<file path="src/rtl/bitu_pkg.sv">
package bitu_pkg;

  typedef enum logic [3:0] {
    BOP_SET  = 4'd0,
    BOP_CLR  = 4'd1,
    BOP_INV  = 4'd2,
    BOP_TST  = 4'd3,
    BOP_LD   = 4'd4,
    BOP_ILD  = 4'd5,
    BOP_ST   = 4'd6,
    BOP_IST  = 4'd7,
    BOP_AND  = 4'd8,
    BOP_IAND = 4'd9,
    BOP_OR   = 4'd10,
    BOP_IOR  = 4'd11,
    BOP_XOR  = 4'd12,
    BOP_IXOR = 4'd13,
    BOP_RSV0 = 4'd14,
    BOP_RSV1 = 4'd15
  } bitu_op_e;

  // True when the operation writes the byte back
  function automatic logic bitu_writes(input bitu_op_e op);
    case (op)
      BOP_SET, BOP_CLR, BOP_INV, BOP_ST, BOP_IST: bitu_writes = 1'b1;
      default:                                   bitu_writes = 1'b0;
    endcase
  endfunction

  // New value of the selected bit for a writing operation
  function automatic logic bitu_bit_next(input bitu_op_e op, input logic old_b,
                                         input logic carry);
    case (op)
      BOP_SET: bitu_bit_next = 1'b1;
      BOP_CLR: bitu_bit_next = 1'b0;
      BOP_INV: bitu_bit_next = ~old_b;
      BOP_ST:  bitu_bit_next = carry;
      BOP_IST: bitu_bit_next = ~carry;
      default: bitu_bit_next = old_b;
    endcase
  endfunction

  // Next carry: the one-bit accumulator
  function automatic logic bitu_carry_next(input bitu_op_e op, input logic sel_b,
                                           input logic carry);
    case (op)
      BOP_LD:   bitu_carry_next = sel_b;
      BOP_ILD:  bitu_carry_next = ~sel_b;
      BOP_AND:  bitu_carry_next = carry & sel_b;
      BOP_IAND: bitu_carry_next = carry & ~sel_b;
      BOP_OR:   bitu_carry_next = carry | sel_b;
      BOP_IOR:  bitu_carry_next = carry | ~sel_b;
      BOP_XOR:  bitu_carry_next = carry ^ sel_b;
      BOP_IXOR: bitu_carry_next = carry ^ ~sel_b;
      default:  bitu_carry_next = carry;
    endcase
  endfunction

  // Next zero flag: only test touches it
  function automatic logic bitu_zero_next(input bitu_op_e op, input logic sel_b,
                                          input logic zero);
    bitu_zero_next = (op == BOP_TST) ? ~sel_b : zero;
  endfunction

endpackage

</file>
<file path="src/rtl/bitu_mask.sv">
module bitu_mask #(
  parameter int DATA_W = 8,
  parameter int IDX_W  = 4
) (
  input  logic [IDX_W-1:0]  idx_i,
  output logic [DATA_W-1:0] mask_o
);
  localparam int SEL_W = $clog2(DATA_W);

  logic [SEL_W-1:0] idx_low;
  assign idx_low = idx_i[SEL_W-1:0];

  for (genvar g = 0; g < DATA_W; g++) begin : g_dec
    assign mask_o[g] = (idx_low == SEL_W'(g));
  end
endmodule

</file>
<file path="src/rtl/bitu_byte_path.sv">
module bitu_byte_path
  import bitu_pkg::*;
#(
  parameter int DATA_W = 8
) (
  input  bitu_op_e          op_i,
  input  logic [DATA_W-1:0] opnd_i,
  input  logic [DATA_W-1:0] mask_i,
  input  logic              c_i,
  output logic [DATA_W-1:0] byte_o,
  output logic              wr_o
);
  assign wr_o = bitu_writes(op_i);

  for (genvar g = 0; g < DATA_W; g++) begin : g_bit
    assign byte_o[g] = (mask_i[g] && wr_o) ? bitu_bit_next(op_i, opnd_i[g], c_i)
                                           : opnd_i[g];
  end
endmodule

</file>
<file path="src/rtl/bitu_flag_path.sv">
module bitu_flag_path
  import bitu_pkg::*;
(
  input  bitu_op_e op_i,
  input  logic     sel_bit_i,
  input  logic     c_i,
  input  logic     z_i,
  output logic     c_o,
  output logic     z_o
);
  assign c_o = bitu_carry_next(op_i, sel_bit_i, c_i);
  assign z_o = bitu_zero_next(op_i, sel_bit_i, z_i);
endmodule

</file>
<file path="src/rtl/bitu_core.sv">
module bitu_core
  import bitu_pkg::*;
#(
  parameter int DATA_W = 8,
  parameter int IDX_W  = 4
) (
  input  logic              clk,
  input  logic              rst_n,
  input  logic [3:0]        op_i,
  input  logic [DATA_W-1:0] opnd_i,
  input  logic [IDX_W-1:0]  bit_i,
  input  logic              c_i,
  input  logic              z_i,
  output logic [DATA_W-1:0] byte_o,
  output logic              wr_o,
  output logic              c_o,
  output logic              z_o
);
  bitu_op_e          op;
  logic [DATA_W-1:0] hit_mask;
  logic              sel_bit;
  logic [DATA_W-1:0] byte_nx;
  logic              wr_nx;
  logic              c_nx;
  logic              z_nx;

  assign op = bitu_op_e'(op_i);

  bitu_mask #(.DATA_W(DATA_W), .IDX_W(IDX_W)) u_mask (
    .idx_i (bit_i),
    .mask_o(hit_mask)
  );

  assign sel_bit = |(opnd_i & hit_mask);

  bitu_byte_path #(.DATA_W(DATA_W)) u_byte (
    .op_i  (op),
    .opnd_i(opnd_i),
    .mask_i(hit_mask),
    .c_i   (c_i),
    .byte_o(byte_nx),
    .wr_o  (wr_nx)
  );

  bitu_flag_path u_flag (
    .op_i     (op),
    .sel_bit_i(sel_bit),
    .c_i      (c_i),
    .z_i      (z_i),
    .c_o      (c_nx),
    .z_o      (z_nx)
  );

  always_ff @(posedge clk) begin
    if (!rst_n) begin
      byte_o <= '0;
      wr_o   <= 1'b0;
      c_o    <= 1'b0;
      z_o    <= 1'b0;
    end else begin
      byte_o <= byte_nx;
      wr_o   <= wr_nx;
      c_o    <= c_nx;
      z_o    <= z_nx;
    end
  end
endmodule

</file>
<file path="config.mk">
export PLATFORM = sky130hd
export DESIGN_NAME = bitu_core
export DESIGN_NICKNAME = d
export VERILOG_FILES = /design/src/rtl/bitu_pkg.sv /design/src/rtl/bitu_mask.sv /design/src/rtl/bitu_byte_path.sv /design/src/rtl/bitu_flag_path.sv /design/src/rtl/bitu_core.sv
export SDC_FILE = /design/constraint.sdc
export NUM_CORES = 1
export LEC_CHECK = 0
export BUFFER_PORTS_ARGS = -buffer_cell sky130_fd_sc_hd__buf_4
export CAP_MARGIN = 25
export CORE_AREA = 8 8 61 63
export CTS_CLUSTER_DIAMETER = 150
export DETAILED_ROUTE_END_ITERATION = 16
export DIE_AREA = 0 0 69 71
export MAX_ROUTING_LAYER = met4
export SYNTH_ARGS = -nofsm -noshare
export SYNTH_HDL_FRONTEND = slang
export SYNTH_SLANG_ARGS = --single-unit
</file>
<file path="constraint.sdc">
create_clock -name clk -period 3 [get_ports clk]
set_input_delay 0.3 -clock clk [delete_from_list [all_inputs] [get_ports clk]]
set_output_delay 0.3 -clock clk [all_outputs]
set_load 0.02 [all_outputs]
</file>
# Word level (Yosys, flattened, before mapping)
# Index checks and enable logic that the tools add are counted.
[word_totals]
elab_cells = 72
reg_bits = 11
output_inout_bits = 11
inputBits = 20
[op_classes]
reduce_logical = 12
n_bitwise = 17
mux = 19
n_eq_ne = 20
[op_table]
columns = ["cell", "n"]
rows = [
  ["1-bit case mux with 5 select lines", 8],
  ["4-bit equality test, second input constant", 6],
  ["4-bit by 3-bit equality test with 1-bit output, second input constant", 4],
  ["3-bit equality test, second input constant", 4],
  ["1-bit 2-to-1 mux", 10],
  ["1-bit NOT", 10],
  ["8-bit bitwise AND", 1],
  ["4-bit by 2-bit equality test with 1-bit output, second input constant", 2],
  ["1-bit logical AND", 8],
  ["1-bit case mux with 8 select lines", 1],
  ["8-bit OR reduction", 1],
  ["3-bit by 2-bit equality test with 1-bit output, second input constant", 2],
  ["5-bit OR reduction", 1],
  ["4-bit by 1-bit equality test with 1-bit output, second input constant", 1],
  ["4-bit zero test", 1],
  ["3-bit by 1-bit equality test with 1-bit output, second input constant", 1],
  ["3-bit zero test", 1],
  ["1-bit bitwise AND", 2],
  ["1-bit OR", 2],
  ["1-bit bitwise XOR", 2],
]

# Depth between registers and ports, before layout
[logic_depth]
depth_word = 6
depth_mapped = 5
depth_no_buf = 4

# Modules after synthesis
# A second synthesis with hierarchy kept.
[hier_totals]
hier_cells = 81
hier_area_um2 = 833.3
[by_module_without_submodules]
columns = ["module", "area_each_um2", "n_inst", "cells_each", "seq_area_each_um2"]
rows = [
  ["bitu_byte_path", 345.3, 1, 34, 0.0],
  ["bitu_core", 336.6, 1, 28, 220.2],
  ["bitu_flag_path", 86.3, 1, 11, 0.0],
  ["bitu_mask", 65.1, 1, 8, 0.0],
]

# Worst setup path before layout
# Ideal clock, no wire load.
[synth_path]
path_type = "input to register"
from = "in bit_i[0]"
to = "reg c_o"
arrival_ps = 1280
cell_stages = 4
required_ps = 2871
setup_time_ps = 129
n_path_buf = 0
setup_slack_ps = 1591
cell_sequence = "mux4_1 mux2i_2 or4b_1 nand4_1"
[synth_between]
elab_chain_cells = 6
elab_cells_between_ends = 18
cone_classes = "7 x eq/ne; 1 x mux; 8 x bitwise; 2 x reduce/logical"
[synth_lines]
columns = ["element", "line", "text"]
rows = [
  ["from (decl)", "bitu_core.sv:11", "input logic [IDX_W-1:0] bit_i,"],
  ["3-bit by 1-bit equality test with 1-bit output, or another cell as far along", "bitu_mask.sv:14", "assign mask_o[g] = (idx_low == SEL_W'(g));"],
  ["8-bit bitwise AND *", "bitu_core.sv:34", "assign sel_bit = |(opnd_i & hit_mask);"],
  ["8-bit OR reduction *", "bitu_core.sv:34", ""],
  ["1-bit NOT", "n/a", ""],
  ["1-bit bitwise XOR, or another cell as far along", "bitu_pkg.sv:54", "BOP_IXOR: bitu_carry_next = carry ^ ~sel_b;"],
  ["1-bit case mux with 8 select lines *", "bitu_pkg.sv:46", "case (op)"],
  ["to (signal assigned)", "bitu_core.sv:63", "c_o <= c_nx;"],
  ["to (decl)", "bitu_core.sv:16", "output logic c_o,"],
]
# Every way passes the cells marked *; elsewhere a longest branch is shown, timed or not.
# A chain may end at the register's enable or synchronous reset.

# Worst setup path in the final report
# Same ends and word-level chain as after synthesis.

==> run metrics <==
storage element area 220 sq um; Slew Limit Headroom 58.2%; Initial Util 28.3%; crit share post-route 48.1%; Die Area 4900 sq um; # rows 20; largest net degree at the start of global routing 13; number of global-route vias before repair 752; Area after DPL 1020 sq um; Top Ports 31; Hold Path Class input port to flip-flop; hold_ws 0.295 ns; Crit Path Class input port to flip-flop; Final Hold Viols 0; Setup crit start kind input port; Post-CTS Hold Buffers 0; GRT overflow 0; Core Region 2850 sq um; commonest cells after routing, fill and taps aside buf_4, dfxtp_1, a21oi_1, a211oi_1, nand2b_1; final core occ 36.8%; Fmax 693 MHz; Post-Syn Instances 92; CTS buffer count 3; GRT Util Overall 8.06%; pwr dens 359 nW/um^2; CP Capture Type flip-flop; DRT iter0 DRCs 56; Worst Path Arrival 1.58 ns; Detail Placement HPWL 1.67 mm; Fill cells 311; die width 69 microns; # nets final 138; Worst-Margin Slew 0.627 ns; post-route setup TNS 0 ns; Placer Congestion 0.748; First-pass DRT Iterations 4; Distinct cells, synth 34; DR vias/cell 5.27; sequential area share after synthesis 27.2%; Hold Path Origin z_i; share of cells above drive strength 1 32.5%; crit path max fanout 12; initial antenna violation count 0; CTS resizes 0; top cell type's share of synthesized area 27.2%; Layout area overhead 29.9%; Yosys reg bits 11; antenna-violating nets left 0; drt wl/cell 13.8 microns; Peak supply drop 134 uV; multi-input logic area 541 sq um; cell taking the most area after synthesis dfxtp_1; H-tree Lvls 1; Final Cell Area 1050 sq um; clock sinks 11; hold depth 3; critical-path cell list buf_4 -> mux4_1 -> mux2i_2 -> or4b_1 -> nand4_1; commonest non-fill, non-tap cell in the layout buf_4; syn avg cell area 8.79 sq um; RSZ-0062 raised after global routing no; Synth area leaders dfxtp_1, a211oi_1, mux4_1; DRT Wirelength 2.07 mm; max-slew violations 0; total setup buffers inserted after CTS 0; clk slew on worst S/H paths 0.06 ns; Die Y-Extent 71 microns; Setup-failing EPs final 0; TritonCTS clock tree done; DRC viols 0; Clock Path Buffers 2; Vias 791; global-route wire length before repair 3.27 mm; WHS Endpoint z_o; Required @ worst endpoint 3.13 ns; Pleak 0.421 nW; Ant. Diodes 0; final worst path period need 1.44 ns; Mapped Nets 112; Worst path slowest cell mux4_1; MaxCap Viol Count 0; Mapped Area 808 sq um; crit-path max cell delay 0.58 ns; clk root buf clkbuf_4; Synth warnings 0; outcome completed; PortBufs 29
power breakdown:
| part | switching, mW | internal [mW] | total (mW) |
|---|---|---|---|
| registers | 0.00253 | 0.157 | 0.159 |
| logic | 0.0679 | 0.0580 | 0.126 |
| clock network | 0.0406 | 0.0512 | 0.0918 |
metal layers:
metal	vias up	part of all wire [%]	track usage, %
li1	408	-	-
met1	362	44	8.82
met4	0	0.92	5.47
met5	-	0	-
met2	19	52	13.0
met3	2	3.2	1.54
worst max-delay path: cells and delay by family:
family	cells	cell delay, ns
buf+inv	1	0.16
mux	2	0.87
simple gates	2	0.25
layout make-up:
cell class | count | area share [%]
clock buffer | 4 | 2.50
inverter | 1 | 0.358
multi-input combinational | 72 | 51.5
sequential | 11 | 21.0
tap | 33 | 3.93
timing repair buffer | 29 | 20.7
per-stage QoR:
stage / power (mW) / setup slack, ns / instances
floorplan: 0.240 / 1.59 / 92
global placement: 0.287 / 1.29 / 146
detailed placement: 0.289 / 1.28 / 146
CTS: 0.384 / 1.56 / 150
global route: 0.400 / 1.49 / 150
finish: 0.377 / 1.56 / 150
cells by family after synthesis:
kind of cell,after synthesis,synth area share [%]
xor+xnor,1,1.08
mux,5,10.8
compound gates,31,24.0
simple gates,35,31.0
buf+inv,9,5.88
flops,11,27.2
Yosys cell counts:
cell type,n
dfxtp_1,11
a21oi_1,9
a211oi_1,8
nand2b_1,6
buf_2,5
nand2_1,5
nand4_1,4
o21ai_0,4
o22ai_1,4
nor2_1,3
nor2b_1,3
a31oi_1,2
buf_4,2
mux4_1,2
nand3_1,2
nand3b_1,2
nand4b_1,2
nor4b_4,2
a21o_1,1
a311o_2,1
and3_1,1
and3b_1,1
clkbuf_1,1
inv_1,1
mux2_2,1
mux2i_1,1
mux2i_2,1
nor3_1,1
nor4_1,1
nor4_2,1
o211ai_1,1
o21ai_1,1
or4b_1,1
xor2_1,1
registers in the layout, summed over array words and instances, names as in the netlist:
register,flops
byte_o,8
wr_o,1
z_o,1
c_o,1
worst max-delay path by stage:
stage | slack [ns] | start | end | cells after the start
after CTS | 1.56 | bit_i[0] | c_o | 5
after global routing | 1.49 | bit_i[0] | c_o | 5
after global placement | 1.29 | bit_i[0] | c_o | 5
final | 1.56 | bit_i[0] | c_o | 5
after floorplan | 1.59 | bit_i[0] | c_o | 4
after detailed placement | 1.28 | bit_i[0] | c_o | 5
(Power assumes the default switching activity.)
